<file path="src/rtl/por_pkg.sv">
package por_pkg;

    typedef enum logic [1:0] {
        PH_WAIT   = 2'd0,
        PH_HOLD   = 2'd1,
        PH_FROZEN = 2'd2
    } por_phase_t;

endpackage

</file>
<file path="src/rtl/por_tick_counter.sv">
module por_tick_counter #(
    parameter int CNT_W      = 4,
    parameter int RELEASE_AT = 4
) (
    input  logic             clk_i,
    output logic [CNT_W-1:0] cnt_o
);

    localparam logic [CNT_W-1:0] STOP_C = CNT_W'(RELEASE_AT);
    localparam logic [CNT_W-1:0] ONE_C  = CNT_W'(1);

    // Power-up value comes from a one-time initial assignment, no reset.
    logic [CNT_W-1:0] cnt_q = '0;
    logic             live_q = 1'b0;

    always_ff @(posedge clk_i) begin
        if (cnt_q != STOP_C) begin
            cnt_q <= cnt_q + ONE_C;
        end
    end

    always_ff @(posedge clk_i) begin
        live_q <= 1'b1;
    end

    assign cnt_o = cnt_q;

    // one step per edge while below the stop value
    a_r2_step: assert property (@(posedge clk_i) disable iff (!live_q)
        (cnt_q != STOP_C) |=> (cnt_q == $past(cnt_q) + ONE_C));

    // counter frozen once the stop value is reached
    a_r5_frozen: assert property (@(posedge clk_i) disable iff (!live_q)
        (cnt_q == STOP_C) |=> (cnt_q == STOP_C));

endmodule

</file>
<file path="src/rtl/por_phase_decode.sv">
module por_phase_decode
    import por_pkg::*;
#(
    parameter int CNT_W      = 4,
    parameter int ASSERT_AT  = 2,
    parameter int RELEASE_AT = 4
) (
    input  logic [CNT_W-1:0] cnt_i,
    output por_phase_t       phase_o
);

    localparam logic [CNT_W-1:0] LO_C = CNT_W'(ASSERT_AT);
    localparam logic [CNT_W-1:0] HI_C = CNT_W'(RELEASE_AT);

    always_comb begin
        if (cnt_i < LO_C) begin
            phase_o = PH_WAIT;
        end else if (cnt_i < HI_C) begin
            phase_o = PH_HOLD;
        end else begin
            phase_o = PH_FROZEN;
        end
    end

endmodule

</file>
<file path="src/rtl/por_pulse_gen.sv">
module por_pulse_gen
    import por_pkg::*;
#(
    parameter int CNT_W           = 4,
    parameter int ASSERT_AT       = 2,
    parameter int RELEASE_AT      = 4,
    parameter bit RST_ACTIVE_HIGH = 1'b1
) (
    input  logic clk_i,
    output logic rst_o
);

    localparam logic ON_LVL  = RST_ACTIVE_HIGH;
    localparam logic OFF_LVL = !RST_ACTIVE_HIGH;
    localparam int   CNT_MAX = (1 << CNT_W) - 1;

    generate
        if (ASSERT_AT >= RELEASE_AT || RELEASE_AT > CNT_MAX || ASSERT_AT < 0) begin : g_bad_cfg
            $error("por_pulse_gen: need 0 <= ASSERT_AT < RELEASE_AT <= 2**CNT_W-1");
        end
    endgenerate

    logic [CNT_W-1:0] cnt;
    por_phase_t       phase;
    logic             rst_q  = !RST_ACTIVE_HIGH;
    logic             live_q = 1'b0;

    por_tick_counter #(
        .CNT_W      (CNT_W),
        .RELEASE_AT (RELEASE_AT)
    ) u_cnt (
        .clk_i (clk_i),
        .cnt_o (cnt)
    );

    por_phase_decode #(
        .CNT_W      (CNT_W),
        .ASSERT_AT  (ASSERT_AT),
        .RELEASE_AT (RELEASE_AT)
    ) u_dec (
        .cnt_i   (cnt),
        .phase_o (phase)
    );

    // Output process: registered pulse level per phase
    always_ff @(posedge clk_i) begin
        unique case (phase)
            PH_HOLD:   rst_q <= ON_LVL;
            PH_WAIT:   rst_q <= OFF_LVL;
            PH_FROZEN: rst_q <= OFF_LVL;
            default:   rst_q <= OFF_LVL;
        endcase
    end

    always_ff @(posedge clk_i) begin
        live_q <= 1'b1;
    end

    assign rst_o = rst_q;

    // no pulse while still waiting
    a_r1_quiet_wait: assert property (@(posedge clk_i) disable iff (!live_q)
        (phase == PH_WAIT) |=> (rst_o == OFF_LVL));

    // pulse present one cycle after the hold phase
    a_r3_hold_drives: assert property (@(posedge clk_i) disable iff (!live_q)
        (phase == PH_HOLD) |=> (rst_o == ON_LVL));

    // frozen phase keeps the reset released
    a_r5_no_reassert: assert property (@(posedge clk_i) disable iff (!live_q)
        (phase == PH_FROZEN) |=> (rst_o == OFF_LVL));

    // frozen phase is absorbing
    a_r5_phase_sticky: assert property (@(posedge clk_i) disable iff (!live_q)
        (phase == PH_FROZEN) |=> (phase == PH_FROZEN));

endmodule

</file>
<file path="config.mk">
export PLATFORM = sky130hd
export DESIGN_NAME = por_pulse_gen
export DESIGN_NICKNAME = d
export VERILOG_FILES = /design/src/rtl/por_pkg.sv /design/src/rtl/por_tick_counter.sv /design/src/rtl/por_phase_decode.sv /design/src/rtl/por_pulse_gen.sv
export SDC_FILE = /design/constraint.sdc
export NUM_CORES = 1
export LEC_CHECK = 0
export BUFFER_PORTS_ARGS = -buffer_cell sky130_fd_sc_hd__buf_2
export CAP_MARGIN = 30
export CORE_AREA = 2 2 39 41
export DETAILED_ROUTE_END_ITERATION = 10
export DIE_AREA = 0 0 41 43
export GPL_TIMING_DRIVEN = 0
export PLACE_DENSITY_LB_ADDON = 0.12
export SYNTH_ARGS = -nofsm -noshare
export SYNTH_HDL_FRONTEND = slang
export SYNTH_SLANG_ARGS = --single-unit
</file>
<file path="constraint.sdc">
create_clock -name clk_i -period 1.65 [get_ports clk_i]
set_input_delay 0.165 -clock clk_i [delete_from_list [all_inputs] [get_ports clk_i]]
set_output_delay 0.165 -clock clk_i [all_outputs]
set_load 0.01 [all_outputs]
</file>
==> reports/results.tsv, run 1 <==
stage	metric	value	unit
timing	slew_headroom	0.889	
timing	rsz0062_at_grt	false	
global_route	track_usage	0.0485	
worst_setup_path	cp.arrival	1.29	ns
yosys	synth_mux_area_frac	0	
yosys	yosys.area.top_type	edfxtp_1	
yosys	synth-seq-area-share	0.713	
floorplanning	io_pins	2	
worst_setup_path	crit_chain	or4b_1	
global_route	grt-ovfl-total	0	
flow_run	cap_violations	0	
finish	fillers	153	
yosys	synthAdderAreaFrac	0.0637	
clock_tree	clk_pin_slew_worst_paths	0.04	ns
global_route	grt_pass1_wl	476	um
worst_setup_path	critical_path_buf_inv_count	0	
finish	seq_area	140	um2
finish	stdcell_area	248	um2
clock_tree	cts_setup_buffers	0	
yosys	synth_xor_xnor_area_share	0.0892	
worst_setup_path	slowest_delay	0.62	ns
finish	drive_gt1_frac	0.235	
min_path	min_path_type	reg -> reg	
min_path	min_from	u_cnt.cnt_o[3]$_DFFE_PN_	
timing	finalClockSkew	0.00562	ns
route	drc	0	
worst_setup_path	crit_family	simple AND/OR/NAND/NOR gates	
clock_tree	clk_path_buf_depth	2	
worst_setup_path	reg2reg_depth	1	
timing	fin_crit_sh	0.806	
floorplanning	dieArea	1760	um2
clock_tree	cts-resized-gates	0	
worst_setup_path	reg2reg_to	u_cnt.cnt_o[0]$_DFFE_PN_	
yosys	synth_area_per_cell	16.4	um2
route	firstDrtPassIters	2	
route	vias	110	
worst_setup_path	crit_slowest_cell	or4b_1	
clock_tree	holdBufCountCts	0	
worst_setup_path	rrSetupSlack	0.32	ns
yosys	synthTopCellsByArea	edfxtp_1, dfxtp_1, ha_1	
finish	final_common_cell	edfxtp_1	
yosys	netlist.area_leader.share	0.611	
finish	multi_input_area	52.6	um2
floorplanning	core_area	1380	um2
finish	nets	20	
placed_design	dpl.hpwl	175	um
yosys	synth_top_family_by_area	simple AND/OR/NAND/NOR gates	
worst_setup_path	cp.required	1.61	ns
placed_design	finalWeightedCongestion	0.615	
route	drt-initial-drc-count	3	
pwr	ir_drop	0.398	mV
floorplanning	die_x	41	um
floorplanning	floorplan.initialDensity	0.142	
finish	num_antenna_cells	0	
route	wl	242	um
yosys	ys_ff_latch	5	
timing	setup_viol	0	
finish	final_cell_mix	edfxtp_1, clkbuf_4	
yosys	synth_area	196	um2
yosys	synth-simple-area-share	0.115	
worst_setup_path	cp-start-kind	register	
floorplanning	die_h	43	um
clock_tree	clock_latency	0.24	ns
clock_tree	ctsHtreeMaxLevel	1	
clock_tree	cts_tree	built	
placed_design	dpl_cell_area	221	um2
yosys	synth-compound-area-share	0	
route	via_per_inst	3.33	
route	ant_nets	0	
worst_setup_path	end_kind	register	
yosys	ys.warnings.count	0	
worst_setup_path	cp_max_fo	4	
global_route	grt_max_degree	5	
yosys	synth_nets	14	
route	post_drt_wl_per_cell	7.33	um
global_route	grt_pass1_vias	116	
timing	tns	0	ns
min_path	min_to	rst_o$_DFF_P_	
timing	drv_slew	0	
timing	max_clock_freq	752	MHz
finish	area.growth.synth_to_final	26.1	%
clock_tree	cts.sinks	5	
pwr	power_density	1110	nW/um2
timing	finalHoldViolations	0	
timing	fin_crit	1.33	ns
clock_tree	numCtsBuffers	3	
global_route	antenna_found_initial	0	
run_status	status	complete, no violations	
worst_setup_path	reg2reg_from	u_cnt.cnt_o[0]$_DFFE_PN_	
min_path	min_path_cells	1	
yosys	ys_types	9	
pwr	leakagePower	0.101	nW
placed_design	portBuffers	1	
worst_setup_path	crit_type	reg -> reg	
floorplanning	rows	14	
yosys	syn_inst	12	
timing	tightest_slew	0.166	ns
clock_tree	clockRootBuffer	clkbuf_4	
-- where the power goes --
part           leakage (nW)  switching, W  internal [W]
clock network        0.0150     0.0000487     0.0000913
registers            0.0546             0      0.000135
logic                0.0312             0             0
total                 0.101     0.0000487      0.000226
-- worst max-delay path by stage --
stage	from	endpoint	slack, ns	depth (start not counted)
after floorplan	u_cnt.cnt_o[1]$_DFFE_PN_	u_cnt.cnt_o[0]$_DFFE_PN_	0.38	1
after global placement	u_cnt.cnt_o[1]$_DFFE_PN_	u_cnt.cnt_o[0]$_DFFE_PN_	0.30	1
after detailed placement	u_cnt.cnt_o[0]$_DFFE_PN_	u_cnt.cnt_o[0]$_DFFE_PN_	0.32	1
after CTS	u_cnt.cnt_o[0]$_DFFE_PN_	u_cnt.cnt_o[0]$_DFFE_PN_	0.31	1
after global routing	u_cnt.cnt_o[0]$_DFFE_PN_	u_cnt.cnt_o[0]$_DFFE_PN_	0.27	1
final	u_cnt.cnt_o[0]$_DFFE_PN_	u_cnt.cnt_o[0]$_DFFE_PN_	0.32	1
-- area by class of cell --
type,count,share of cell area
clock buffers,4,0.106
inverters,1,0.0152
multi-input cells,6,0.212
flip-flops and latches,5,0.566
well taps,16,0.0808
repair buffers,1,0.0202
-- synthesized netlist by cell type (all sizes together) --
cell    n
dfxtp   1
edfxtp  4
ha      1
inv     1
nand3   1
nor3b   1
or4b    1
xnor2   1
xor2    1
-- cells by family (layout without fill, tap and decap cells) --
group | after synthesis | in the layout
flops | 5 | 5
simple gates | 3 | 3
fa+ha+maj | 1 | 1
buf+inv | 1 | 6
xor+xnor | 2 | 2
-- sequential cells by signal, indices dropped and copies added (netlist names) --
| register | cells |
|---|---|
| u_cnt.cnt_o | 4 |
| rst_o | 1 |
-- through the flow --
| stage | setup WS (ns) | power (W) | utilization | cells | hold slack (ns) |
|---|---|---|---|---|---|
| 2_1_floorplan | 0.379 | 0.000137 | - | 12 | 0.454 |
| 3_3_place_gp | 0.296 | 0.000137 | 0.160 | 29 | 0.489 |
| 3_5_place_dp | 0.318 | 0.000137 | 0.160 | 29 | 0.487 |
| 4_1_cts | 0.313 | 0.000281 | 0.179 | 33 | 0.493 |
| 5_1_grt | 0.265 | 0.000290 | 0.179 | 33 | 0.516 |
| 6_report | 0.320 | 0.000275 | 0.179 | 33 | 0.491 |
-- metal layers --
layer | GRT usage | share of wire | routed length [um]
met5 | 0 | 0 | 0
met4 | 0.0200 | 0 | 0
met3 | 0.0785 | 0.19 | 46
met2 | 0.0406 | 0.35 | 84
met1 | 0.0559 | 0.46 | 111
No activity file was read; power rests on OpenSTA's default activity.
==> run 2: changes to the inputs <==
Clock period 1.65 ns to 1.1 ns, I/O delays scaled along.
==> run 2 against run 1 <==
The flow now finishes with violations (setup timing); power up 50%; non-clock buffer count grew 4; register-to-register slack worse by 0.45 ns; global-route usage up 0.11 points; setup slack got worse by 0.45 ns; clock power grew 50%; hold slack improved by 0.014 ns; largest cell class unchanged.
==> reports/results.tsv, run 2 (synthesized netlist as in run 1, its figures left out) <==
stage	metric	value	unit	change
timing	rsz0062_at_grt	true		
floorplanning	die_x	41	um	unchanged
min_path	min_path_type	reg -> reg		
route	ant_nets	0		unchanged
timing	slew_headroom	0.895		+0.00564
worst_setup_path	reg2reg_from	u_cnt.cnt_o[0]$_DFFE_PN_		
finish	num_antenna_cells	0		unchanged
finish	stdcell_count	37		+12%
timing	fin_crit	1.23	ns	-0.0983 ns
worst_setup_path	reg2reg_depth	1		unchanged
worst_setup_path	crit_chain	or4b_4		
clock_tree	numCtsBuffers	3		unchanged
clock_tree	clockRootBuffer	clkbuf_4		
route	drc	0		unchanged
timing	finalHoldViolations	0		unchanged
global_route	track_usage	0.0496		+0.00106
clock_tree	ctsHtreeMaxLevel	1		unchanged
worst_setup_path	slowest_delay	0.57	ns	-0.05 ns
clock_tree	cts.sinks	5		unchanged
finish	final_common_cell	edfxtp_1		
floorplanning	floorplan.initialDensity	0.142		unchanged
finish	largest_register_ffs	4		unchanged
worst_setup_path	rrSetupSlack	-0.13	ns	-0.45 ns
min_path	min_path_cells	1		unchanged
route	firstDrtPassIters	2		unchanged
floorplanning	die_h	43	um	unchanged
global_route	grt_pass1_wl	510	um	+7.1%
run_status	status	finished, violations left		
timing	drv_slew	0		unchanged
floorplanning	rows	14		unchanged
pwr	ir_drop	0.546	mV	+37%
pwr	power_density	1390	nW/um2	+25%
global_route	grt-ovfl-total	0		unchanged
finish	area.growth.synth_to_final	51.6	%	
worst_setup_path	crit_slowest_cell	or4b_4		
worst_setup_path	crit_family	simple AND/OR/NAND/NOR gates		
timing	fin_crit_sh	1.12		+0.314
clock_tree	cts_tree	built		
timing	setup_viol	4		+4
route	wl	291	um	+20%
worst_setup_path	crit_path_start	u_cnt.cnt_o[0]$_DFFE_PN_		
flow_run	cap_violations	0		unchanged
floorplanning	core_area	1380	um2	unchanged
route	post_drt_wl_per_cell	7.86	um	+7.2%
finish	drive_gt1_frac	0.476		+0.241
pwr	p_total	0.000413	W	+50%
timing	tightest_slew	0.157	ns	-0.00880 ns
route	vias	128		+16%
timing	timing.final.ws_setup	-0.132	ns	-0.452 ns
clock_tree	clk_path_buf_depth	2		unchanged
placed_design	portBuffers	1		unchanged
placed_design	finalWeightedCongestion	0.583		-5.3%
worst_setup_path	end_kind	register		
clock_tree	clock_latency	0.24	ns	about the same
floorplanning	io_pins	2		unchanged
clock_tree	clk_pin_slew_worst_paths	0.04	ns	about the same
min_path	min_to	rst_o$_DFF_P_		
worst_setup_path	cp.required	1.08	ns	-0.53 ns
finish	nets	24		+20%
clock_tree	holdBufCountCts	0		unchanged
min_path	min_from	u_cnt.cnt_o[2]$_DFFE_PN_		
worst_setup_path	cp-start-kind	register		
global_route	grt_pass1_vias	124		+6.9%
worst_setup_path	cp.arrival	1.21	ns	-0.08 ns
placed_design	place_inst	29		unchanged
global_route	antenna_found_initial	0		unchanged
worst_setup_path	cp_max_fo	4		unchanged
placed_design	dpl.hpwl	188	um	+7.1%
route	drt-initial-drc-count	2		-1
finish	final_cell_mix	edfxtp_1, clkbuf_4, buf_4		
worst_setup_path	critical_path_buf_inv_count	0		unchanged
timing	max_clock_freq	812	MHz	+8.0%
global_route	grt_max_degree	5		unchanged
worst_setup_path	reg2reg_to	u_cnt.cnt_o[0]$_DFFE_PN_		
worst_setup_path	crit_type	reg -> reg		
route	via_per_inst	3.46		+3.8%
floorplanning	dieArea	1760	um2	unchanged
pwr	leakagePower	0.123	nW	+22%
finish	fin_util	0.215		+0.0362
timing	finalClockSkew	0.00280	ns	-0.00282 ns
run_status	violations	setup timing		
timing	tns	-0.524	ns	-0.524 ns
run 2: changes by cell type in the layout (fill, tap and decap cells not counted), sizes merged:
cell / before / now
buf: 1 / 5
run 2: what timing repair did:
item / CTS / global route
cloned: 0 / 0
resized for setup: 0 / 3
setup endpoints to repair: 4 / 6
buffers inserted: 3 / 1
run 2: where the power goes:
part	internal (W)	switching [W]	total (W)
logic	0	0	0.0000000000537
clock network	0.000137	0.0000734	0.000210
registers	0.000202	0	0.000202
run 2: worst max-delay path by stage:
stage	endpoint	cells past startpoint	slack, ns
final	u_cnt.cnt_o[0]$_DFFE_PN_	1	-0.13
after global routing	u_cnt.cnt_o[3]$_DFFE_PN_	1	-0.16
after CTS	u_cnt.cnt_o[0]$_DFFE_PN_	1	-0.13
after detailed placement	u_cnt.cnt_o[0]$_DFFE_PN_	1	-0.17
after global placement	u_cnt.cnt_o[0]$_DFFE_PN_	1	-0.18
after floorplan	u_cnt.cnt_o[0]$_DFFE_PN_	1	-0.13
run 2: layer usage:
metal | wire length [um] | track usage | vias up
li1 | - | - | 62
met1 | 129 | 0.0627 | 62
met2 | 123 | 0.0469 | 4
met3 | 37 | 0.0628 | 0
met4 | 0 | 0.0200 | 0
met5 | 0 | 0 | -
run 2: metrics by stage:
step,hold slack [ns],instance area [um2],setup WS (ns)
6_report,0.506,298,-0.132
5_1_grt,0.554,298,-0.162
4_1_cts,0.514,274,-0.127
3_5_place_dp,0.498,225,-0.173
3_3_place_gp,0.495,225,-0.183
2_1_floorplan,0.414,200,-0.131
run 2: cell type report:
type                    count  area (um2)
inverters                   1        3.75
multi-input cells           6        68.8
fillers                   143        1090
clock buffers               4        26.3
well taps                  16        20.0
flip-flops and latches      5         140
repair buffers              5        38.8
==> run 3: changes to the inputs <==
Settings changed: ABC_AREA set to 1.
==> run 3 against run 2 <==
The run now ends clean; largest cell class unchanged; setup slack improved by 0.16 ns; largest power group unchanged; critical endpoint unchanged; hold slack got worse by 0.022 ns; non-clock buffer count decreased by 1.
==> reports/results.tsv, run 3 <==
stage	metric	value	unit	change
worst_setup_path	cp.arrival	1.00	ns	-0.21 ns
floorplanning	die_h	43	um	unchanged
route	drt-initial-drc-count	2		unchanged
yosys	synthAdderAreaFrac	0.0617		-0.00197
global_route	grt_pass1_wl	607	um	+19%
route	firstDrtPassIters	2		unchanged
route	wl	343	um	+18%
worst_setup_path	cp-start-kind	register		
finish	fillers	157		+9.8%
floorplanning	dieArea	1760	um2	unchanged
worst_setup_path	cp_max_fo	4		unchanged
pwr	leakagePower	0.115	nW	-6.9%
yosys	async_flop_share	0		unchanged
worst_setup_path	rrSetupSlack	0.02	ns	+0.16 ns
clock_tree	numCtsBuffers	3		unchanged
yosys	synthTopCellsByArea	edfxtp_1, dfxtp_1, ha_1		
finish	final_common_cell	edfxtp_1		
worst_setup_path	cp.required	1.03	ns	-0.05 ns
flow_run	cap_violations	0		unchanged
worst_setup_path	cp.depth	2		+1
worst_setup_path	reg2reg_depth	2		+1
worst_setup_path	crit_slowest_cell	edfxtp_1		
timing	rsz0062_at_grt	true		
worst_setup_path	critical_path_buf_inv_count	1		+1
timing	tightest_slew	0.242	ns	+0.0845 ns
worst_setup_path	cp-endpoint	u_cnt.cnt_o[0]$_DFFE_PN_		
yosys	syn_inst	16		+4
finish	final_cell_mix	edfxtp_1, clkbuf_4, buf_4		
yosys	synth_mux_area_frac	0		unchanged
pwr	ir_drop	0.423	mV	-22%
yosys	ys_types	9		unchanged
route	via_per_inst	3.60		+4.1%
clock_tree	clk_pin_slew_worst_paths	0.05	ns	about the same
yosys	synth_area_per_cell	12.7	um2	-23%
worst_setup_path	end_kind	register		
timing	timing.final.ws_setup	0.0245	ns	+0.156 ns
min_path	min_from	u_cnt.cnt_o[3]$_DFFE_PN_		
placed_design	finalWeightedCongestion	0.590		+1.3%
finish	nets	27		+13%
floorplanning	core_area	1380	um2	unchanged
finish	area.growth.synth_to_final	36.4	%	
route	ant_nets	0		unchanged
floorplanning	die_x	41	um	unchanged
timing	drv_slew	0		unchanged
timing	fin_crit	1.08	ns	-0.156 ns
route	post_drt_wl_per_cell	8.58	um	+9.0%
global_route	grt-ovfl-total	0		unchanged
yosys	synth-compound-area-share	0		unchanged
worst_setup_path	crit_path_start	u_cnt.cnt_o[0]$_DFFE_PN_		
worst_setup_path	slowest_delay	0.44	ns	-0.13 ns
worst_setup_path	crit_chain	inv_1, nand4_1		
route	drc	0		unchanged
global_route	grt_pass1_vias	141		+14%
placed_design	place_inst	33		+14%
placed_design	dp_slack	0.0383	ns	+0.212 ns
worst_setup_path	crit_type	reg -> reg		
worst_setup_path	crit_family	flip-flops		
placed_design	portBuffers	1		unchanged
timing	fin_crit_sh	0.978		-0.142
finish	largest_register_ffs	4		unchanged
global_route	antenna_found_initial	0		unchanged
clock_tree	clockRootBuffer	clkbuf_4		
yosys	synth_area	203	um2	+3.2%
floorplanning	rows	14		unchanged
yosys	yosys.area.top_type	edfxtp_1		
floorplanning	floorplan.initialDensity	0.146		+0.00452
yosys	synth_nets	18		+4
clock_tree	clk_path_buf_depth	2		unchanged
clock_tree	clock_latency	0.24	ns	about the same
yosys	synth-seq-area-share	0.691		-0.0220
timing	finalClockSkew	0.00394	ns	+0.00113 ns
floorplanning	io_pins	2		unchanged
worst_setup_path	reg2reg_from	u_cnt.cnt_o[0]$_DFFE_PN_		
yosys	ys.warnings.count	0		unchanged
finish	stdcell_count	40		+8.1%
yosys	synth.most_common_cell	edfxtp_1		
global_route	grt_max_degree	6		+1
finish	num_antenna_cells	0		unchanged
yosys	ys_ff_latch	5		unchanged
route	vias	144		+13%
timing	finalHoldViolations	0		unchanged
pwr	power_density	1500	nW/um2	+8.4%
yosys	synth_xor_xnor_area_share	0.0432		-0.0460
yosys	synth_edf_count	4		unchanged
clock_tree	cts_tree	built		
min_path	min_path_type	reg -> reg		
yosys	synthTopCellsByCount	edfxtp_1, inv_1, nand2_1, nand4_1		
global_route	track_usage	0.0577		+0.00810
worst_setup_path	reg2reg_to	u_cnt.cnt_o[0]$_DFFE_PN_		
yosys	synth_top_family_by_area	simple AND/OR/NAND/NOR gates		
yosys	synth-simple-area-share	0.148		+0.0335
timing	max_clock_freq	930	MHz	+15%
clock_tree	ctsHtreeMaxLevel	1		unchanged
yosys	netlist.area_leader.share	0.593		-0.0189
timing	slew_headroom	0.838		-0.0566
yosys	synthFlopType	edfxtp_1		
clock_tree	cts.sinks	5		unchanged
finish	drive_gt1_frac	0.333		-0.143
timing	setup_viol	0		-4
run_status	status	complete, no violations		
run 3: per-stage QoR:
| step | setup TNS (ns) | utilization | hold slack, ns | power, W | instance area (um2) |
|---|---|---|---|---|---|
| 2_1_floorplan | 0 | - | 0.414 | 0.000205 | 203 |
| 3_3_place_gp | 0 | 0.165 | 0.470 | 0.000205 | 228 |
| 3_5_place_dp | 0 | 0.165 | 0.479 | 0.000205 | 228 |
| 4_1_cts | 0 | 0.184 | 0.487 | 0.000424 | 254 |
| 5_1_grt | -0.122 | 0.200 | 0.526 | 0.000443 | 277 |
| 6_report | 0 | 0.200 | 0.483 | 0.000415 | 277 |
run 3: worst min-delay path by stage:
stage	to	slack (ns)	depth (start not counted)
after floorplan	rst_o	0.41	0
after global placement	rst_o$_DFF_P_	0.47	1
after detailed placement	rst_o$_DFF_P_	0.48	1
after CTS	rst_o$_DFF_P_	0.49	1
after global routing	rst_o$_DFF_P_	0.53	1
final	rst_o$_DFF_P_	0.48	1
run 3: layout make-up:
cell class              instances  area, um2  area share
multi-input cells               8       51.3       0.186
inverters                       3       11.3      0.0407
clock buffers                   4       26.3      0.0950
repair buffers                  4       27.5      0.0995
flip-flops and latches          5        140       0.507
well taps                      16       20.0      0.0724
run 3: logic make-up (layout without fill, tap and decap cells):
logic type / count (synthesis) / count (layout)
and+or+nand+nor: 6 / 6
xor gates and xnor gates: 1 / 1
DFF: 5 / 5
adders and majority gates: 1 / 1
buffers and inverters: 3 / 11
run 3: power breakdown:
group	internal, W	total (W)	switching (W)
sequential	0.000202	0.000202	0
clock	0.000137	0.000213	0.0000759
combinational	0	0.0000000000451	0
total	0.000339	0.000415	0.0000759
run 3: layer usage:
metal	wire [um]	share of wire	vias to the layer above	GRT usage
met2	164	0.48	4	0.0594
met1	153	0.45	68	0.0660
met5	0	0	-	0
met3	25	0.073	0	0.0628
li1	-	-	72	-
met4	0	0	0	0.0400
run 3: repair_timing:
action / CTS / global route
endpoints found under the hold margin: 0 / 0
buffers inserted: 0 / 3
endpoints found under the setup margin: 0 / 4
hold buffers: 0 / 0
resized for setup: 0 / 1
